===== src/rtl/prbs_rep_pkg.sv =====
package prbs_rep_pkg;

    typedef enum logic [1:0] {
        ST_IDLE = 2'd0,
        ST_PRBS = 2'd1,
        ST_LOOP = 2'd2
    } gen_state_e;

endpackage


===== src/rtl/prbs_rep_winchk.sv =====
module prbs_rep_winchk #(
    parameter int SR_W  = 32,
    parameter int SEL_W = $clog2(SR_W)
) (
    input  logic [SR_W-1:0]  word_i,
    input  logic [SEL_W-1:0] len_i,
    output logic             zero_o
);

    logic [SR_W-1:0] mask;

    for (genvar i = 0; i < SR_W; i++) begin : g_mask
        assign mask[i] = (len_i >= SEL_W'(i));
    end

    assign zero_o = ~|(word_i & mask);

endmodule


===== src/rtl/prbs_rep_fb.sv =====
module prbs_rep_fb #(
    parameter int SR_W  = 32,
    parameter int SEL_W = $clog2(SR_W)
) (
    input  logic [SR_W-1:0]  sr_i,
    input  logic [SEL_W-1:0] len_i,
    input  logic [SEL_W-1:0] tap_i,
    input  logic             loop_i,
    output logic             out_stage_o,
    output logic             fb_o
);

    logic tap_bit;

    always_comb begin
        out_stage_o = sr_i[len_i];
        tap_bit     = sr_i[tap_i];
        fb_o        = loop_i ? out_stage_o : (out_stage_o ^ tap_bit);
    end

endmodule


===== src/rtl/prbs_rep_sreg.sv =====
module prbs_rep_sreg #(
    parameter int SR_W = 32
) (
    input  logic            clk_i,
    input  logic            rst_ni,
    input  logic            load_i,
    input  logic            load_fix_i,
    input  logic [SR_W-1:0] load_word_i,
    input  logic            shift_i,
    input  logic            reseed_i,
    input  logic            fb_i,
    output logic [SR_W-1:0] sr_o
);

    logic [SR_W-1:0] sr_q;

    always_ff @(posedge clk_i or negedge rst_ni) begin
        if (!rst_ni) begin
            sr_q <= '1;
        end else if (load_i) begin
            sr_q <= load_fix_i ? '1 : load_word_i;
        end else if (shift_i) begin
            if (reseed_i) begin
                sr_q <= '1;
            end else begin
                sr_q <= {sr_q[SR_W-2:0], fb_i};
            end
        end
    end

    assign sr_o = sr_q;

    AST_HOLD_IDLE_EN: assert property (@(posedge clk_i) disable iff (!rst_ni)
        (!load_i && !shift_i) |=> $stable(sr_q));
    AST_LOAD_PRESET: assert property (@(posedge clk_i) disable iff (!rst_ni)
        (load_i && !load_fix_i) |=> (sr_q == $past(load_word_i)));
    AST_LOAD_FIX: assert property (@(posedge clk_i) disable iff (!rst_ni)
        (load_i && load_fix_i) |=> (&sr_q));

endmodule


===== src/rtl/prbs_rep_fsm.sv =====
module prbs_rep_fsm
    import prbs_rep_pkg::*;
(
    input  logic       clk_i,
    input  logic       rst_ni,
    input  logic       load_i,
    input  logic       rep_mode_i,
    input  logic       bit_en_i,
    output gen_state_e state_o,
    output logic       shift_o,
    output logic       loop_o,
    output logic       prbs_o
);

    gen_state_e state_q, state_d;

    always_ff @(posedge clk_i or negedge rst_ni) begin
        if (!rst_ni) begin
            state_q <= ST_IDLE;
        end else begin
            state_q <= state_d;
        end
    end

    always_comb begin
        state_d = state_q;
        unique case (state_q)
            ST_IDLE: begin
                if (load_i) begin
                    state_d = rep_mode_i ? ST_LOOP : ST_PRBS;
                end
            end
            ST_PRBS: begin
                if (rep_mode_i) begin
                    state_d = ST_LOOP;
                end
            end
            ST_LOOP: begin
                if (!rep_mode_i) begin
                    state_d = ST_PRBS;
                end
            end
            default: state_d = ST_IDLE;
        endcase
    end

    always_comb begin
        shift_o = 1'b0;
        loop_o  = 1'b0;
        prbs_o  = 1'b0;
        unique case (state_q)
            ST_IDLE: ;
            ST_PRBS: begin
                shift_o = bit_en_i;
                prbs_o  = 1'b1;
            end
            ST_LOOP: begin
                shift_o = bit_en_i;
                loop_o  = 1'b1;
            end
            default: ;
        endcase
    end

    assign state_o = state_q;

    AST_IDLE_STAY: assert property (@(posedge clk_i) disable iff (!rst_ni)
        (state_q == ST_IDLE && !load_i) |=> (state_q == ST_IDLE));
    AST_LOAD_ARMS: assert property (@(posedge clk_i) disable iff (!rst_ni)
        load_i |=> (state_q != ST_IDLE));
    AST_MODE_LAG: assert property (@(posedge clk_i) disable iff (!rst_ni)
        (state_q != ST_IDLE && rep_mode_i) |=> (state_q == ST_LOOP));

endmodule


===== src/rtl/prbs_rep_gen.sv =====
module prbs_rep_gen
    import prbs_rep_pkg::*;
#(
    parameter int SR_W  = 32,
    parameter int SEL_W = $clog2(SR_W)
) (
    input  logic             clk_i,
    input  logic             rst_ni,
    input  logic [SEL_W-1:0] len_i,
    input  logic [SEL_W-1:0] tap_i,
    input  logic             rep_mode_i,
    input  logic [SR_W-1:0]  load_word_i,
    input  logic             load_i,
    input  logic             bit_en_i,
    input  logic             invert_i,
    output logic             bit_o,
    output logic             bit_vld_o
);

    gen_state_e      state;
    logic            shift, loop_sel, prbs_sel;
    logic [SR_W-1:0] sr_q;
    logic            out_stage, fb;
    logic            load_zero, run_zero;
    logic            load_fix, reseed;

    prbs_rep_fsm u_fsm (
        .clk_i      (clk_i),
        .rst_ni     (rst_ni),
        .load_i     (load_i),
        .rep_mode_i (rep_mode_i),
        .bit_en_i   (bit_en_i),
        .state_o    (state),
        .shift_o    (shift),
        .loop_o     (loop_sel),
        .prbs_o     (prbs_sel)
    );

    prbs_rep_winchk #(.SR_W(SR_W), .SEL_W(SEL_W)) u_load_chk (
        .word_i (load_word_i),
        .len_i  (len_i),
        .zero_o (load_zero)
    );

    prbs_rep_winchk #(.SR_W(SR_W), .SEL_W(SEL_W)) u_run_chk (
        .word_i (sr_q),
        .len_i  (len_i),
        .zero_o (run_zero)
    );

    prbs_rep_fb #(.SR_W(SR_W), .SEL_W(SEL_W)) u_fb (
        .sr_i        (sr_q),
        .len_i       (len_i),
        .tap_i       (tap_i),
        .loop_i      (loop_sel),
        .out_stage_o (out_stage),
        .fb_o        (fb)
    );

    assign load_fix = load_zero && !rep_mode_i;
    assign reseed   = prbs_sel && run_zero;

    prbs_rep_sreg #(.SR_W(SR_W)) u_sreg (
        .clk_i       (clk_i),
        .rst_ni      (rst_ni),
        .load_i      (load_i),
        .load_fix_i  (load_fix),
        .load_word_i (load_word_i),
        .shift_i     (shift),
        .reseed_i    (reseed),
        .fb_i        (fb),
        .sr_o        (sr_q)
    );

    always_comb begin
        if (state == ST_IDLE) begin
            bit_o     = 1'b0;
            bit_vld_o = 1'b0;
        end else begin
            bit_o     = out_stage ^ invert_i;
            bit_vld_o = bit_en_i;
        end
    end

    AST_IDLE_QUIET: assert property (@(posedge clk_i) disable iff (!rst_ni)
        (state == ST_IDLE) |-> (!bit_o && !bit_vld_o));
    AST_PRBS_STEP: assert property (@(posedge clk_i) disable iff (!rst_ni)
        (shift && prbs_sel && !load_i && !run_zero)
        |=> (sr_q[0] == ($past(sr_q[len_i]) ^ $past(sr_q[tap_i]))));
    AST_LOOP_RECIRC: assert property (@(posedge clk_i) disable iff (!rst_ni)
        (shift && loop_sel && !load_i) |=> (sr_q[0] == $past(sr_q[len_i])));
    AST_NO_LOCKUP: assert property (@(posedge clk_i) disable iff (!rst_ni)
        (shift && prbs_sel && !load_i && run_zero) |=> (&sr_q));

endmodule


===== config.mk =====
export PLATFORM = sky130hd
export DESIGN_NAME = prbs_rep_gen
export DESIGN_NICKNAME = d
export VERILOG_FILES = /design/src/rtl/prbs_rep_pkg.sv /design/src/rtl/prbs_rep_winchk.sv /design/src/rtl/prbs_rep_fb.sv /design/src/rtl/prbs_rep_sreg.sv /design/src/rtl/prbs_rep_fsm.sv /design/src/rtl/prbs_rep_gen.sv
export SDC_FILE = /design/constraint.sdc
export NUM_CORES = 1
export LEC_CHECK = 0
export ABC_AREA = 1
export CORE_MARGIN = 2
export CORE_UTILIZATION = 60
export DETAILED_ROUTE_END_ITERATION = 10
export PLACE_DENSITY = 0.95
export REMOVE_ABC_BUFFERS = 1
export SLEW_MARGIN = 5
export SYNTH_ARGS = -nofsm -noshare
export SYNTH_HDL_FRONTEND = slang
export SYNTH_SLANG_ARGS = --single-unit

===== constraint.sdc =====
create_clock -name clk_i -period 3.74 [get_ports clk_i]
set_input_delay 0.748 -clock clk_i [delete_from_list [all_inputs] [get_ports clk_i]]
set_output_delay 0.748 -clock clk_i [all_outputs]
set_load 0.05 [all_outputs]

==> results.ini <==
[cts]
cts-buffers-inserted=5
clock_path_buffers=2
clk_root_buffer_cell=clkbuf_8
htree_levels=2
clkTransAtPathRegs_ns=0.08
postCtsSetupRepairBufs=0
clock_sinks=34
cts_tree=built
clk_latency_ns=0.30

[layout]
areaGrowthSynthToFinish_pct=19.2
drive_above_1_share=0.109
finalNonFillerCells=712
nets=690
antenna_cells=0
fill_cells=455
seq_area_um2=891
multi_input_area_mm2=0.00209

[synthesis]
synth_compound_area_frac=0.124
synth_top_area_frac=0.270
synth_xor_area_frac=0
synth_cell_types=27
post_synth_fa_ha_maj_area_fraction=0.0110
synth_edf_count=0
synthMuxAreaShare=0
ys_warn_count=0
syn_inst=592
synth_seq_cells=34
avgSynthCellArea_um2=5.78
synth_area_mm2=0.00342
ys_seq_area_frac=0.260
ys.flop_type=dfstp_2
synth_top_family_by_area=simple AND/OR/NAND/NOR gates
yosys.area_share.simple=0.473
postSynth.asyncResetShare=1.00
synth_area_leaders=nand2_1 27%, dfstp_2 25%, nand3_1 12%
yosysTopAreaCell=nand2_1

[timing]
holdWs_ns=0.537
period_minus_slack_ns=3.45
fin_skew_ns=0.00720
tns_ns=0
final-setup-viol-count=0
fin_ws_ns=0.286
finalHoldViolCount=0
maxSlewViolCount=0
max_freq_mhz=290
timing.final.crit_share=0.923
slew_headroom=0.606
tightest_slew_ns=0.587
rsz0062_at_grt=no

[drt]
via_per_inst=6.09
drc_errors=1
wire_per_inst_um=16.9
drt-initial-drc-count=746
wirelength_mm=12.1
first_pass_iters=11
vias=4339
final_antenna_net_count=0

[die]
chipWidth_um=79.5
core-area_mm2=0.00551
rows=27
start_util=0.621
chipHeight_um=79.5
dieArea_mm2=0.00632
io_pins=50

[placement]
place_hpwl_mm=8.82
port_buffers=49
place.gp.congestion=1.18
dpl_worst_slack_ns=0.184
place_inst=704

[flow_run]
drv_cap=0

[power]
p_per_area_mw_per_mm2=438
leakagePower_nw=2.10
vdd_ir_drop_max_v=0.000294

[setup_path]
cp-end-kind=output pin
arrival_ns=2.71
crit_required_ns=2.99
crit_fanout=10
cp-start-kind=input port
critPathKind=input port to output pin

[global_route]
grt_usage=0.401
grt_pass1_vias=4200
grt_max_degree=35
antenna_found_initial=0
grt_pass1_wl_mm=19.7
gr-total-overflow=0

[run_status]
status=finished with violations
violations=DRC

[hold_path]
min_path_type=register to register

logic make-up after synthesis:
kind of cell,after synthesis
AND/OR/NAND/NOR,380
buffers and inverters,101
flip-flops,34
AO/OA/AOI/OAI,74
adder cells (fa/ha/maj),3
registers in the layout, summed over array words and instances (netlist names):
register,count
u_fsm.state_o,2
u_sreg.sr_o,32
area by class of cell:
type / count / share of cell area
multi-input combinational: 457 / 0.512
sequential: 34 / 0.218
timing repair buffer: 65 / 0.155
inverter: 76 / 0.0700
tap: 72 / 0.0221
clock buffer: 7 / 0.0212
clock inverter: 1 / 0.00123
per-layer routing:
layer	wire length, µm	GRT usage	vias up
li1	-	-	1982
met1	4220	0.485	1889
met2	5210	0.623	367
met3	1800	0.120	99
met4	792	0.245	2
met5	33	0	-
synth_stat cells (2+ instances only):
cell type and count:
nand2_1 246, nand3_1 84, inv_1 72, o21ai_0 39
dfstp_2 32, nor2_1 30, o211ai_1 18, a21oi_1 9
clkbuf_1 9, buf_6 8, buf_2 6, nand4_1 6
o21ai_1 5, nor2_2 4, a22oi_1 3, ha_1 3
inv_2 3, nand3b_1 3, nor2_4 3, dfrtp_1 2
worst paths after layout:
kind	start	slack (ns)	end	depth (start not counted)
setup / recovery	len_i[1]	0.29	bit_o	12
hold / removal	u_sreg.sr_o[0]$_DFFE_PN1P_	0.54	u_sreg.sr_o[0]$_DFFE_PN1P_	2
setup reg to reg	u_fsm.state_o[1]$_DFFE_PN0P_	1.35	u_sreg.sr_o[7]$_DFFE_PN1P_	11
hold reg to reg	u_sreg.sr_o[0]$_DFFE_PN1P_	0.54	u_sreg.sr_o[0]$_DFFE_PN1P_	2
max in group asynchronous	rst_ni	2.53	u_sreg.sr_o[10]$_DFFE_PN1P_	2
min in group asynchronous	rst_ni	0.87	u_fsm.state_o[1]$_DFFE_PN0P_	2
stage by stage:
stage / util / power, mW / area (µm²)
2_1_floorplan: - / 1.11 / 3260
3_3_place_gp: 0.723 / 1.42 / 3980
3_5_place_dp: 0.723 / 1.44 / 3980
4_1_cts: 0.739 / 1.74 / 4070
5_1_grt: 0.741 / 1.88 / 4080
6_report: 0.741 / 1.79 / 4080
worst max-delay path, cell delays in order:
cell             delay (ns)
clkdlybuf4s50_1        0.46
buf_4                  0.21
nor2_4                 0.25
nand2_1                0.13
nand3_1                0.11
nand2_1                0.07
nand3_1                0.08
nor2_1                 0.05
nor2_2                 0.13
nor2_1                 0.07
nor3b_2                0.22
buf_12                 0.17
cells in the final DEF, fill, tap and decap left out, drive strengths merged:
master,Yosys,layout
and2,1,1
clkbuf,9,7
dfstp,32,32
buf,16,17
dfrtp,2,2
inv,75,75
nor3b,1,1
o21ai,44,44
nand3,85,85
clkinv,1,2
nor2,38,38
ha,3,3
a21oi,9,9
nand2,246,246
clkdlybuf4s50,0,48
a22oi,3,3
nand3b,3,3
o211ai,18,18
nand4,6,6
power breakdown:
| part | switching (mW) | internal, mW |
|---|---|---|
| combinational | 0.466 | 0.291 |
| clock | 0.145 | 0.149 |
| sequential | 0.185 | 0.552 |
timing repair:
item / CTS / global route
setup endpoints to repair: 0 / 1
resized for setup: 0 / 2
hold buffers: 0 / 0
Note: power is estimated with default switching activity, not from simulation.
